$ cat config.mk
export PLATFORM = sky130hd
export DESIGN_NAME = efe_fitness_eval
export DESIGN_NICKNAME = d
export VERILOG_FILES = /design/src/rtl/efe_pkg.sv /design/src/rtl/efe_array.sv /design/src/rtl/efe_ref.sv /design/src/rtl/efe_seq.sv /design/src/rtl/efe_fitness_eval.sv
export SDC_FILE = /design/constraint.sdc
export NUM_CORES = 1
export LEC_CHECK = 0
export CAP_MARGIN = 20
export CORE_ASPECT_RATIO = 1.75
export CORE_UTILIZATION = 51
export CTS_CLUSTER_DIAMETER = 150
export DETAILED_ROUTE_END_ITERATION = 12
export HOLD_SLACK_MARGIN = 0.06
export PLACE_DENSITY = 0.93
export SETUP_SLACK_MARGIN = 0.2
export SYNTH_ARGS = -nofsm -noshare
export SYNTH_HDL_FRONTEND = slang
export SYNTH_SLANG_ARGS = --single-unit
$ cat constraint.sdc
create_clock -name clk -period 28.2 [get_ports clk]
set_input_delay 5.64 -clock clk [delete_from_list [all_inputs] [get_ports clk]]
set_output_delay 5.64 -clock clk [all_outputs]
set_load 0.01 [all_outputs]
$ cat src/rtl/efe_pkg.sv
package efe_pkg;

  localparam int FN_W = 3;

  typedef enum logic [FN_W-1:0] {
    FN_XOR  = 3'd0,
    FN_AND  = 3'd1,
    FN_OR   = 3'd2,
    FN_INV  = 3'd3,
    FN_PASS = 3'd4
  } pe_fn_e;

  typedef enum logic {
    SQ_IDLE = 1'b0,
    SQ_RUN  = 1'b1
  } sq_state_e;

  // Logic function of one programmable node; spare codes pass source1
  function automatic logic pe_eval(input logic [FN_W-1:0] fn,
                                   input logic x, input logic y);
    logic r;
    case (fn)
      FN_XOR:  r = x ^ y;
      FN_AND:  r = x & y;
      FN_OR:   r = x | y;
      FN_INV:  r = ~x;
      default: r = x;
    endcase
    return r;
  endfunction

endpackage

$ cat src/rtl/efe_array.sv
module efe_array
  import efe_pkg::*;
#(
  parameter int NUM_IN  = 4,
  parameter int NUM_OUT = 3,
  parameter int NODES   = 16,
  localparam int SRC_N   = NUM_IN + NODES,
  localparam int SEL_W   = $clog2(SRC_N),
  localparam int GENE_W  = 2 * SEL_W + FN_W,
  localparam int CHROM_W = NODES * GENE_W + NUM_OUT * SEL_W
) (
  input  logic [CHROM_W-1:0] chrom_i,
  input  logic [NUM_IN-1:0]  in_i,
  output logic [NUM_OUT-1:0] out_o
);

  logic [SEL_W-1:0] sel1 [NODES];
  logic [SEL_W-1:0] sel2 [NODES];
  logic [FN_W-1:0]  fn   [NODES];
  logic [SEL_W-1:0] osel [NUM_OUT];

  // Gene unpacking: {function, source2, source1} per node, then output selects
  for (genvar j = 0; j < NODES; j++) begin : g_gene
    assign sel1[j] = chrom_i[j*GENE_W +: SEL_W];
    assign sel2[j] = chrom_i[j*GENE_W + SEL_W +: SEL_W];
    assign fn[j]   = chrom_i[j*GENE_W + 2*SEL_W +: FN_W];
  end

  for (genvar k = 0; k < NUM_OUT; k++) begin : g_osel
    assign osel[k] = chrom_i[NODES*GENE_W + k*SEL_W +: SEL_W];
  end

  // Node values are evaluated in index order inside one process, so a node
  // can only see sources below its own index (feed-forward by construction).
  logic [SRC_N-1:0] val;

  always_comb begin
    logic x;
    logic y;
    val = '0;
    val[NUM_IN-1:0] = in_i;
    for (int j = 0; j < NODES; j++) begin
      x = 1'b0;
      y = 1'b0;
      for (int s = 0; s < NUM_IN + j; s++) begin
        if (sel1[j] == SEL_W'(s)) x = val[s];
        if (sel2[j] == SEL_W'(s)) y = val[s];
      end
      val[NUM_IN + j] = pe_eval(fn[j], x, y);
    end
  end

  for (genvar k = 0; k < NUM_OUT; k++) begin : g_out
    always_comb begin
      out_o[k] = 1'b0;
      for (int s = 0; s < SRC_N; s++) begin
        if (osel[k] == SEL_W'(s)) out_o[k] = val[s];
      end
    end
  end

endmodule

$ cat src/rtl/efe_ref.sv
module efe_ref #(
  parameter int OPW = 2,
  localparam int NUM_IN  = 2 * OPW,
  localparam int NUM_OUT = OPW + 1
) (
  input  logic [NUM_IN-1:0]  vec_i,
  output logic [NUM_OUT-1:0] sum_o
);

  logic [OPW-1:0] opa;
  logic [OPW-1:0] opb;

  // Operand A occupies the upper half of the vector, B the lower half
  assign opa   = vec_i[NUM_IN-1:OPW];
  assign opb   = vec_i[OPW-1:0];
  assign sum_o = {1'b0, opa} + {1'b0, opb};

endmodule

$ cat src/rtl/efe_seq.sv
module efe_seq
  import efe_pkg::*;
#(
  parameter int VEC_W = 4,
  localparam int N_VEC = 1 << VEC_W,
  localparam int CNT_W = $clog2(N_VEC + 1)
) (
  input  logic             clk,
  input  logic             rst_n,
  input  logic             start_i,
  input  logic             match_i,
  output logic [VEC_W-1:0] vec_o,
  output logic             busy_o,
  output logic             done_o,
  output logic [CNT_W-1:0] score_o
);

  localparam logic [VEC_W-1:0] LAST_VEC = VEC_W'(N_VEC - 1);

  sq_state_e        state_q, state_d;
  logic [VEC_W-1:0] vec_q, vec_d;
  logic [CNT_W-1:0] score_q, score_d;
  logic             done_q, done_d;
  logic             vec_en, score_en;

  always_comb begin
    state_d  = state_q;
    vec_d    = vec_q;
    score_d  = score_q;
    done_d   = 1'b0;
    vec_en   = 1'b0;
    score_en = 1'b0;
    case (state_q)
      SQ_IDLE: begin
        if (start_i) begin
          state_d  = SQ_RUN;
          vec_d    = '0;
          score_d  = '0;
          vec_en   = 1'b1;
          score_en = 1'b1;
        end
      end
      SQ_RUN: begin
        if (match_i) begin
          score_d  = score_q + CNT_W'(1);
          score_en = 1'b1;
        end
        if (vec_q == LAST_VEC) begin
          state_d = SQ_IDLE;
          done_d  = 1'b1;
        end else begin
          vec_d  = vec_q + VEC_W'(1);
          vec_en = 1'b1;
        end
      end
      default: state_d = SQ_IDLE;
    endcase
  end

  always_ff @(posedge clk or negedge rst_n) begin
    if (!rst_n) begin
      state_q <= SQ_IDLE;
      vec_q   <= '0;
      score_q <= '0;
      done_q  <= 1'b0;
    end else begin
      state_q <= state_d;
      done_q  <= done_d;
      if (vec_en)   vec_q   <= vec_d;
      if (score_en) score_q <= score_d;
    end
  end

  assign vec_o   = vec_q;
  assign busy_o  = (state_q == SQ_RUN);
  assign done_o  = done_q;
  assign score_o = score_q;

  // the final comparison ends the sweep and raises the pulse
  a_r5_last_ends: assert property (@(posedge clk) disable iff (!rst_n)
    (state_q == SQ_RUN && vec_q == LAST_VEC) |=> (done_q && state_q == SQ_IDLE));

  // completion lasts one cycle
  a_r5_done_pulse: assert property (@(posedge clk) disable iff (!rst_n)
    done_q |=> !done_q);

  // mid-sweep the walk advances by one regardless of start_i
  a_r6_walk_steps: assert property (@(posedge clk) disable iff (!rst_n)
    (state_q == SQ_RUN && vec_q != LAST_VEC) |=>
      (state_q == SQ_RUN && vec_q == $past(vec_q) + VEC_W'(1)));

  // the score grows by at most one per combination
  a_r3_score_step: assert property (@(posedge clk) disable iff (!rst_n)
    (state_q == SQ_RUN) |=>
      (score_q == $past(score_q) || score_q == $past(score_q) + CNT_W'(1)));

  // an idle unit without a start keeps its score
  a_r7_score_hold: assert property (@(posedge clk) disable iff (!rst_n)
    (state_q == SQ_IDLE && !start_i) |=> $stable(score_q));

  // an accepted start clears the score
  a_r7_start_clears: assert property (@(posedge clk) disable iff (!rst_n)
    (state_q == SQ_IDLE && start_i) |=> (score_q == '0 && vec_q == '0));

endmodule

$ cat src/rtl/efe_fitness_eval.sv
module efe_fitness_eval
  import efe_pkg::*;
#(
  parameter int OPW   = 2,
  parameter int NODES = 16,
  localparam int NUM_IN  = 2 * OPW,
  localparam int NUM_OUT = OPW + 1,
  localparam int SRC_N   = NUM_IN + NODES,
  localparam int SEL_W   = $clog2(SRC_N),
  localparam int GENE_W  = 2 * SEL_W + FN_W,
  localparam int CHROM_W = NODES * GENE_W + NUM_OUT * SEL_W,
  localparam int N_VEC   = 1 << NUM_IN,
  localparam int CNT_W   = $clog2(N_VEC + 1)
) (
  input  logic               clk,
  input  logic               rst_n,
  input  logic               start_i,
  input  logic [CHROM_W-1:0] chrom_i,
  output logic               busy_o,
  output logic               done_o,
  output logic [CNT_W-1:0]   fitness_o,
  output logic               perfect_o
);

  logic [NUM_IN-1:0]  vec;
  logic [NUM_IN-1:0]  arr_in;
  logic [NUM_OUT-1:0] arr_out;
  logic [NUM_OUT-1:0] ref_out;
  logic               match;
  logic [CNT_W-1:0]   score;

  // Primary input i takes vector bit NUM_IN-1-i (input 0 is A's top bit)
  for (genvar i = 0; i < NUM_IN; i++) begin : g_inmap
    assign arr_in[i] = vec[NUM_IN-1-i];
  end

  efe_array #(
    .NUM_IN  (NUM_IN),
    .NUM_OUT (NUM_OUT),
    .NODES   (NODES)
  ) u_array (
    .chrom_i (chrom_i),
    .in_i    (arr_in),
    .out_o   (arr_out)
  );

  efe_ref #(
    .OPW (OPW)
  ) u_ref (
    .vec_i (vec),
    .sum_o (ref_out)
  );

  assign match = (arr_out == ref_out);

  efe_seq #(
    .VEC_W (NUM_IN)
  ) u_seq (
    .clk     (clk),
    .rst_n   (rst_n),
    .start_i (start_i),
    .match_i (match),
    .vec_o   (vec),
    .busy_o  (busy_o),
    .done_o  (done_o),
    .score_o (score)
  );

  assign fitness_o = score;
  assign perfect_o = (score == CNT_W'(N_VEC));

  // a perfect score can only stand once the sweep is over
  a_r4_perfect_idle: assert property (@(posedge clk) disable iff (!rst_n)
    perfect_o |-> !busy_o);

  // the score never exceeds the number of combinations
  a_r3_score_cap: assert property (@(posedge clk) disable iff (!rst_n)
    fitness_o <= CNT_W'(N_VEC));

endmodule

==> impl_results.md <==
- Status: complete, no violations
- Die Wd: 98.7 um
- Most frequent cells in the layout: clkdlybuf4s50_1, nor2_1, nand2_1
- Critical Path End Type: register
- Synth Cell Area: 8350 um2
- Post-synth ARST share: 100%
- Crit. Startpoint: chrom_i[9]
- TritonCTS clock tree: done
- Worst EP required: 28.32 ns
- Commonest non-fill, non-tap cell in the layout: clkdlybuf4s50_1
- Clk sinks: 11
- Setup-failing EPs final: 0
- Depth of the most critical reg-to-reg path: 125
- Critical path depth: 125
- Largest net degree at the start of global routing: 40
- Vias per inst: 7.24
- Core Area: 16000 um2
- Die ar.: 16900 um2
- Num CTS Buffers: 3
- Ports: 234
- Post-route insts no fill: 1660
- Initial antenna violation count: 0
- Via Count: 12014
- Period utilization: 97.3%
- Fin. Hold Viols: 0
- DRT Pass-1 Iters: 6
- Area delta synth->final: 40.2%
- Distinct cells, synth: 106
- CP Capture Point: u_seq.score_o[2]$_DFFE_PN0P_
- Leak pwr: 4.17 nW
- Top Family by Delay on Critical Path: compound AO/OA/AOI/OAI gates
- Worst Hold Class: register to register
- Vias in the first global route: 11223
- Critical Path Start Type: input port
- Drt drc: 0
- Syn Nets: 1486
- Site Rows: 61
- Final min period: 27.44 ns
- Max cap viols: 0
- CP Max Fanout: 6
- Worst reg2reg endpoint: u_seq.score_o[2]$_DFFE_PN0P_
- Sequential area share after synthesis: 3.30%
- Pre-CTS setup slack: -0.885 ns
- First-pass GRT wire length: 54000 um
- Clk buf depth: 2
- Grt total ovfl: 0
- Clock transition at path regs: 0.04 ns
- R2r setup slk: 5.85 ns
- Met3 WL: 3850 um
- Setup clock skew after layout: 0.00126 ns
- RD Place Congestion: 1.01
- Power Density: 38.3 nW/um2
- Worst path most repeated cell: ha_1
- Post-layout nets: 1718
- Routed wl met2: 17200 um
- Max H-tree Level: 1
- Finished Core Util: 73.4%
- EDFF count, synth: 0
- Fmax: 36.4 MHz
- CP peak stage delay: 0.52 ns
- Prevailing post-synth register cell: dfrtp_1
- Final Worst Setup Slack: 0.761 ns
- Avg Cell Area, Syn: 6.74 um2
- VDD IR max: 0.0493 mV
- Worst EP arrival: 27.56 ns
- Syn Inst Count: 1239
- Share of cells above drive strength 1: 15.5%
- # fillers: 1161
- Metal1 wirelength: 11900 um
- Placed Cells incl. Taps: 1612
- Slowest CP cell: or4_4
- Buf+Inv Stages, Crit Path: 9
- Clk_lat worst skew: 0.23 ns
- Final wirelength: 36400 um
- Syn. warnings: 0
- Hold-fix buffers at CTS: 0
- Per-cell routed wire length: 21.9 um
- Worst Setup Path Type: input port to register
- Worst r2r src: u_seq.vec_o[3]$_DFFE_PN0P_
- Die H: 171 um
- Slew Viols, Final: 0
- Flops & latches, synth: 11
- Initial detailed-routing violation count: 1276
- Initial Utilization: 52.3%
- Hold_sp: u_seq.score_o[3]$_DFFE_PN0P_
- IO Port Bufs: 233
- Dpl hpwl: 25400 um
- Slew @ Worst Pin: 0.951 ns
- Clk root buf: clkbuf_16
- Highest routed layer: met4
- GR Util All Layers: 39.4%
- Slew margin rel.: 36.4%
- Routed Antenna Nets: 0
logic make-up (layout without fill, tap and decap cells):
family	Yosys count	count (layout)	synth area share (%)
xor+xnor	5	5	0.525
buf+inv	140	371	6.64
other cells	0	1	0
flops	11	11	3.30
fa+ha+maj	21	21	3.24
simple gates	522	522	32.5
mux	51	51	11.0
compound gates	489	489	42.9
state kept, by name, summed over array words and instances (netlist names):
name,flops
u_seq.busy_o,1
u_seq.done_o,1
u_seq.score_o,5
u_seq.vec_o,4
worst min path at each step:
| stage | end | slack [ns] | depth (start not counted) |
|---|---|---|---|
| after detailed placement | u_seq.score_o[4]$_DFFE_PN0P_ | 0.60 | 2 |
| after global routing | u_seq.score_o[4]$_DFFE_PN0P_ | 0.65 | 2 |
| after CTS | u_seq.score_o[3]$_DFFE_PN0P_ | 0.61 | 2 |
| final | u_seq.score_o[3]$_DFFE_PN0P_ | 0.63 | 2 |
| after floorplan | u_seq.score_o[4]$_DFFE_PN0P_ | 0.58 | 2 |
| after global placement | u_seq.score_o[4]$_DFFE_PN0P_ | 0.58 | 2 |
final cells by class:
class,instances,area (um2),area share [%]
Antenna cell,1,2.50,0.0214
Clock buffer,4,78.8,0.673
Inverter,61,234,2.00
Multi-Input combinational cell,1088,7990,68.3
Sequential cell,11,275,2.35
Tap cell,189,236,2.02
Timing Repair Buffer,306,2890,24.7
stage by stage:
stage / total power [W] / hold WS (ns) / cell area (um2) / TNS (ns)
detailed placement: 0.000367 / 0.604 / 10900 / -3.47
global route: 0.000472 / 0.647 / 11700 / -1.92
finish: 0.000449 / 0.628 / 11700 / 0
floorplan: 0.000251 / 0.580 / 8540 / 0
CTS: 0.000400 / 0.612 / 11100 / 0
global placement: 0.000357 / 0.585 / 10900 / 0
worst min-delay path: stages, from the launching register on:
cell      delay (ns)
dfrtp_1         0.42
o21ai_0         0.10
a21boi_1        0.06
metal layers:
| layer | track usage, % | vias to the layer above |
|---|---|---|
| li1 | - | 5302 |
| met2 | 69.0 | 937 |
| met4 | 32.2 | 0 |
| met5 | 0 | - |
| met1 | 42.1 | 5465 |
| met3 | 5.49 | 310 |
power by group:
part / switching, W / total [W] / internal [W]
Clock: 0.00000686 / 0.0000258 / 0.0000190
Sequential: 0.0000115 / 0.0000338 / 0.0000223
Combinational: 0.000214 / 0.000389 / 0.000176
timing repair:
item | 4_1_cts | 5_1_grt
pin swaps | 8 | 80
gates cloned | 0 | 1
gates resized for setup | 10 | 65
buffers inserted | 7 | 34
hold endpoints to repair | 0 | 0
endpoints found under the setup margin | 5 | 5
synth_stat cells (6+ instances only):
cell type,count,area (um2)
a2111oi_0,7,61.3
a211o_1,9,78.8
a211oi_1,25,188
a21o_1,13,97.6
a21oi_1,82,410
a221oi_1,6,52.6
a22oi_1,8,60.1
a31oi_1,27,169
a32oi_1,7,61.3
a41oi_1,10,87.6
and2_1,17,106
and3_1,16,100
buf_2,7,35.0
clkbuf_1,64,240
dfrtp_1,11,275
ha_1,20,250
inv_1,58,218
mux2i_1,14,140
mux4_2,32,721
nand2_1,108,405
nand2b_1,30,188
nand3_1,41,205
nand3b_1,14,105
nand4_1,9,56.3
nor2_1,136,510
nor2b_1,25,156
nor3_1,39,195
nor3b_1,23,173
nor4_1,12,75.1
nor4b_1,15,131
o2111ai_1,6,52.6
o211ai_1,16,120
o21a_1,14,105
o21ai_0,97,485
o21ai_1,6,30.0
o21bai_1,6,45.0
o22ai_1,10,62.6
o311ai_0,6,52.6
o31a_1,7,61.3
o31ai_1,19,143
o41ai_1,7,61.3
or2_2,6,37.5
No activity file was read; power rests on OpenSTA's default activity.
